[src/rtl/ring_client.sv]
module ring_client #(
  parameter int NCH = 4,
  parameter int AW  = 16,
  parameter int DW  = 8,
  localparam int CW = (NCH > 1) ? $clog2(NCH) : 1
) (
  input  logic          clk,
  input  logic          rst_n,
  input  logic          cmd_valid,
  input  logic [1:0]    cmd_op,
  input  logic [CW-1:0] cmd_chan,
  input  logic [AW-1:0] cmd_base,
  input  logic [DW-1:0] cmd_wdata,
  output logic          cmd_ready,
  output logic          rsp_done,
  output logic [DW-1:0] rsp_rdata,
  output logic          rsp_nodata,
  output logic          rsp_reject,
  output logic          rsp_empty,
  output logic          rsp_full,
  output logic          bus_own,
  input  logic          bus_gnt,
  output logic          mem_req,
  output logic          mem_we,
  output logic [AW-1:0] mem_addr,
  output logic [DW-1:0] mem_wdata,
  input  logic [DW-1:0] mem_rdata,
  input  logic          mem_ack
);

  localparam logic [1:0] OP_INIT = 2'd0;
  localparam logic [1:0] OP_GET  = 2'd1;
  localparam logic [1:0] OP_PUT  = 2'd2;
  localparam logic [1:0] OP_STAT = 2'd3;

  typedef enum logic [1:0] {S_IDLE, S_ACQ, S_ACC, S_DONE} st_t;

  st_t           st;
  logic [1:0]    op_q, step_q;
  logic [CW-1:0] ch_q;
  logic [DW-1:0] wd_q;

  logic [AW-1:0] base_q [NCH];
  logic [DW-1:0] mask_q [NCH];
  logic [DW-1:0] in_q   [NCH];
  logic [DW-1:0] out_q  [NCH];

  logic [AW-1:0] cb;
  logic [DW-1:0] cm, ci, co, nxt_in, nxt_out;

  assign cb      = base_q[ch_q];
  assign cm      = mask_q[ch_q];
  assign ci      = in_q[ch_q];
  assign co      = out_q[ch_q];
  assign nxt_in  = (ci + 1'b1) & cm;
  assign nxt_out = (co + 1'b1) & cm;

  assign cmd_ready = (st == S_IDLE);
  assign rsp_done  = (st == S_DONE);
  assign bus_own   = (st == S_ACQ) || (st == S_ACC);
  assign mem_req   = (st == S_ACC);

  always_comb begin
    mem_addr  = cb - AW'(3);
    mem_we    = 1'b0;
    mem_wdata = '0;
    case (op_q)
      OP_INIT: mem_addr = cb - AW'(3) + AW'(step_q);
      OP_GET: begin
        case (step_q)
          2'd0: mem_addr = cb - AW'(2);
          2'd1: mem_addr = cb + AW'(co);
          default: begin
            mem_addr  = cb - AW'(1);
            mem_we    = 1'b1;
            mem_wdata = nxt_out;
          end
        endcase
      end
      OP_PUT: begin
        case (step_q)
          2'd0: mem_addr = cb - AW'(1);
          2'd1: begin
            mem_addr  = cb + AW'(ci);
            mem_we    = 1'b1;
            mem_wdata = wd_q;
          end
          default: begin
            mem_addr  = cb - AW'(2);
            mem_we    = 1'b1;
            mem_wdata = nxt_in;
          end
        endcase
      end
      default: mem_addr = (step_q == 2'd0) ? cb - AW'(2) : cb - AW'(1);
    endcase
  end

  always_ff @(posedge clk) begin
    if (!rst_n) begin
      st         <= S_IDLE;
      op_q       <= OP_INIT;
      step_q     <= '0;
      ch_q       <= '0;
      wd_q       <= '0;
      rsp_rdata  <= '0;
      rsp_nodata <= 1'b0;
      rsp_reject <= 1'b0;
      rsp_empty  <= 1'b0;
      rsp_full   <= 1'b0;
      for (int i = 0; i < NCH; i++) begin
        base_q[i] <= '0;
        mask_q[i] <= '0;
        in_q[i]   <= '0;
        out_q[i]  <= '0;
      end
    end else begin
      case (st)
        S_IDLE: if (cmd_valid) begin
          op_q       <= cmd_op;
          ch_q       <= cmd_chan;
          wd_q       <= cmd_wdata;
          step_q     <= '0;
          rsp_rdata  <= '0;
          rsp_nodata <= 1'b0;
          rsp_reject <= 1'b0;
          rsp_empty  <= 1'b0;
          rsp_full   <= 1'b0;
          if (cmd_op == OP_INIT) begin
            base_q[cmd_chan] <= cmd_base;
            if (cmd_base == '0) begin
              mask_q[cmd_chan] <= '0;
              in_q[cmd_chan]   <= '0;
              out_q[cmd_chan]  <= '0;
              st               <= S_DONE;
            end else begin
              st <= S_ACQ;
            end
          end else if (base_q[cmd_chan] == '0) begin
            rsp_nodata <= (cmd_op == OP_GET);
            rsp_reject <= (cmd_op == OP_PUT);
            rsp_empty  <= 1'b1;
            st         <= S_DONE;
          end else begin
            st <= S_ACQ;
          end
        end
        S_ACQ: if (bus_gnt) st <= S_ACC;
        S_ACC: if (mem_ack) begin
          step_q <= step_q + 2'd1;
          case (op_q)
            OP_INIT: begin
              case (step_q)
                2'd0: mask_q[ch_q] <= mem_rdata;
                2'd1: in_q[ch_q]   <= mem_rdata;
                default: begin
                  out_q[ch_q] <= mem_rdata;
                  st          <= S_DONE;
                end
              endcase
            end
            OP_GET: begin
              case (step_q)
                2'd0: if (mem_rdata == co) begin
                  rsp_nodata <= 1'b1;
                  rsp_empty  <= 1'b1;
                  st         <= S_DONE;
                end
                2'd1: rsp_rdata <= mem_rdata;
                default: begin
                  out_q[ch_q] <= nxt_out;
                  st          <= S_DONE;
                end
              endcase
            end
            OP_PUT: begin
              case (step_q)
                2'd0: if (mem_rdata == nxt_in) begin
                  rsp_reject <= 1'b1;
                  rsp_full   <= 1'b1;
                  st         <= S_DONE;
                end
                2'd1: ;
                default: begin
                  in_q[ch_q] <= nxt_in;
                  st         <= S_DONE;
                end
              endcase
            end
            default: begin
              if (step_q == 2'd0) begin
                rsp_empty <= (mem_rdata == co);
              end else begin
                rsp_full <= (mem_rdata == nxt_in);
                st       <= S_DONE;
              end
            end
          endcase
        end
        default: st <= S_IDLE;
      endcase
    end
  end

endmodule

[config.mk]
export PLATFORM = sky130hd
export DESIGN_NAME = ring_client
export DESIGN_NICKNAME = d
export VERILOG_FILES = /design/src/rtl/ring_client.sv
export SDC_FILE = /design/constraint.sdc
export NUM_CORES = 1
export LEC_CHECK = 0
export ABC_CLOCK_PERIOD_IN_PS = 5050
export CAP_MARGIN = 20
export CORE_MARGIN = 2
export CORE_UTILIZATION = 30
export CTS_CLUSTER_DIAMETER = 50
export CTS_CLUSTER_SIZE = 8
export DETAILED_ROUTE_END_ITERATION = 8
export DONT_BUFFER_PORTS = 1
export SLEW_MARGIN = 20
export SYNTH_ARGS = -nofsm -noshare
export SYNTH_HDL_FRONTEND = slang
export SYNTH_SLANG_ARGS = --single-unit
export TNS_END_PERCENT = 10
[constraint.sdc]
create_clock -name clk -period 5.05 [get_ports clk]
set_input_delay 0.2525 -clock clk [delete_from_list [all_inputs] [get_ports clk]]
set_output_delay 0.2525 -clock clk [all_outputs]
set_load 0.01 [all_outputs]
==> results.yml <==
status:
  status: "finished, final reports clean"
clock_network:
  clkLatencyLatePin_ns: 0.44
  cts_tree: "yes"
  hold_buffers: 19
  cts.clk_slew.worst_paths_ns: 0.07
  clkSinkCount: 190
  clockBufferDepth: 2
  htree_levels: 4
  root_buffer: "clkbuf_16"
  post_cts_buffers: 0
  cts_buffers: 17
  ctsResizeCount: 0
route:
  postRouteAntennaNets: 0
  drt-total-wl_um: 38900
  vias: 9681
  drc: 0
  drtPass1Iterations: 5
  drt_iter0_drc: 1069
  vias_per_cell: 5.58
  detail_route.wl_per_cell_um: 22.4
floorplan:
  start_util: 0.304
  die_w_um: 205
  fp.coreArea_sq_mm: 0.0398
  io_pins: 82
  dieArea_sq_mm: 0.0420
  rows: 73
  die_h_um: 205
setup_path:
  crit_chain: "buf_12, mux4_2, ha_1, o21ai_0, a21oi_1, o21ai_0, xnor2_1, o21ai_0, a2111oi_0, a21oi_1"
  r2r-end: "st[0]"
  reg2regPathDepth: 10
  crit_top_cell: "o21ai_0"
  crit_arrival_ns: 4.40
  regToRegSetupSlack_ns: 1.08
  critPathMaxFanout: 25
  critPathKind: "flop to output pin"
  critical-path-max-stage-delay_ns: 0.72
  required_ns: 4.80
  setup.worst_path.end: "mem_addr[8]"
  startpoint_type: "flop"
  path_delay_family: "compound AO/OA/AOI/OAI gates"
  crit_cells: 10
  cp_slowest_cell: "dfxtp_2"
  crit_path_end_kind: "output pin"
  crit_buf_inv: 1
logic_synthesis:
  muxShareOfSynthArea: 0.0833
  async_flop_share: 0
  ys.flop_type: "edfxtp_1"
  synth_cells: 1208
  synth_fa_ha_area_frac: 0.0401
  yosysSeqAreaShare: 0.446
  synthXorXnorAreaFrac: 0.0463
  yosysWarnings: 0
  synthDistinctLibCells: 77
  syn_nets: 1286
  postSynthAreaPerCell_sq_um: 10.0
  synth_top_family_by_area: "simple AND/OR/NAND/NOR gates"
  synth_edf_count: 160
  netlist_area_sq_mm: 0.0121
  yosys.area_share.simple: 0.199
  ys_ff_latch: 190
  synth_compound_area_frac: 0.139
pwr:
  power_switching_uw: 1860
  cellPowerDensity_mw_per_mm2: 373
  swShare: 0.373
  vdd_drop_max_v: 0.000233
  combinationalPowerShare: 0.353
  power_frac_clock: 0.266
  seqPwrFrac: 0.381
  p_int_uw: 3130
  p_leak_uw: 0.00469
timing:
  rsz0062_at_grt: "no"
  slew_headroom: 0.315
  fin_ws_ns: 0.399
  min_period_ns: 4.65
  fin_setup_tns_ns: 0
  worst_slew_pin_slew_ns: 1.02
  finalSetupViolCount: 0
  fin_worst_skew_ns: 0.0141
  min_period_over_period: 0.921
  maxSlewViolCount: 0
  hold_viol: 0
  fmax_ghz: 0.215
global_routing:
  grt_usage: 0.187
  first_global_vias: 9462
  overflow: 0
  grt_pass1_wl_um: 59300
  grt_max_degree: 30
  antenna_found_initial: 1
final_layout:
  antenna_cells: 0
  area_delta_synth_final_pct: 10.5
  nets: 1276
  layout-drive-gt1-share: 0.0834
run:
  cap_violations: 0
placement:
  place_congestion: 0.946
  place_ws_ns: 0.869
  port_buffers: 0
  dp_hpwl_um: 29100
min_path:
  hp-class: "input port to flop"
==> flip-flops by register name, indices dropped and copies added (netlist names), 2 cells and up, named ones only <==
name / flops
ch_q: 2
op_q: 2
base_q: 64
in_q: 32
out_q: 32
mask_q: 32
st: 2
wd_q: 8
step_q: 2
rsp_rdata: 8
==> power by group through the flow <==
stage	sequential (uW)	combinational [uW]	clock, uW
after floorplan	1880	1270	0
after global placement	1930	1710	0
after detailed placement	1930	1710	0
after CTS	1900	1740	1340
after global routing	1910	1900	1400
final	1900	1760	1330
==> cells by family after synthesis <==
group | after synthesis
compound gates | 253
xor+xnor | 64
fa+ha+maj | 37
buf+inv | 130
flops | 190
mux | 50
simple gates | 484
==> layer usage <==
| layer | global-route usage | wire, um | vias up |
|---|---|---|---|
| li1 | - | - | 4406 |
| met1 | 0.261 | 17200 | 4753 |
| met3 | 0.0336 | 3050 | 50 |
| met4 | 0.0480 | 886 | 0 |
| met2 | 0.298 | 17700 | 472 |
| met5 | 0 | 0 | - |
==> placed cells by master (no fill, tap or decap), types with 17 or more instances in the layout <==
cell type and n:
a21boi_0 28, a21oi_1 42, a22oi_1 20, and2_1 79, buf_4 20, clkbuf_16 19
dfxtp_1 28, dlygate4sd3_1 20, edfxtp_1 160, ha_1 34, inv_1 56, mux4_2 34
nand2_1 124, nand2b_1 17, nand3_1 36, nor2_1 128, nor4_1 20, o21ai_0 62
xnor2_1 39, xor2_1 25
==> cells in the mapped netlist, drive strengths merged, types with 17 or more instances <==
cell type,instances,area share
nor4,21,0.011
ha,34,0.035
and2,79,0.041
edfxtp,160,0.40
dfxtp,30,0.050
nand2,124,0.038
xor2,25,0.018
xnor2,39,0.028
a22oi,20,0.012
mux4,39,0.074
a21boi,29,0.018
nor2,128,0.040
clkbuf,54,0.017
inv,56,0.017
nand3,36,0.015
o21ai,64,0.026
a21oi,42,0.017
nand2b,17,0.0088
==> metrics by stage <==
stage / area [sq um] / hold WS, ns / power [uW] / cells / utilization
after detailed placement: 12600 / 0.393 / 3650 / 1684 / 0.316
after CTS: 13400 / 0.00103 / 4980 / 1735 / 0.336
final: 13400 / 0.00517 / 4990 / 1736 / 0.336
after global routing: 13400 / 0.00109 / 5220 / 1736 / 0.336
after floorplan: 12100 / 0.397 / 3160 / 1208 / -
after global placement: 12600 / 0.388 / 3640 / 1684 / 0.316
==> worst min path at each step <==
| stage | startpoint | end | depth (start not counted) |
|---|---|---|---|
| finish | mem_rdata[0] | rsp_rdata[0] | 2 |
| global route | cmd_base[2] | base_q[0][2] | 1 |
| floorplan | cmd_op[1] | op_q[1] | 2 |
| global placement | rst_n | step_q[0] | 1 |
| CTS | mem_rdata[0] | rsp_rdata[0] | 2 |
| detailed placement | rst_n | rsp_empty | 1 |
==> final cells by class <==
| type | instances | area [sq um] |
|---|---|---|
| inverters | 60 | 225 |
| well taps | 525 | 657 |
| clock inverters | 9 | 68.8 |
| fillers | 4127 | 26400 |
| clock buffers | 23 | 510 |
| multi-input cells | 888 | 6140 |
| repair buffers | 41 | 370 |
| flip-flops and latches | 190 | 5410 |
(Power assumes the default switching activity.)
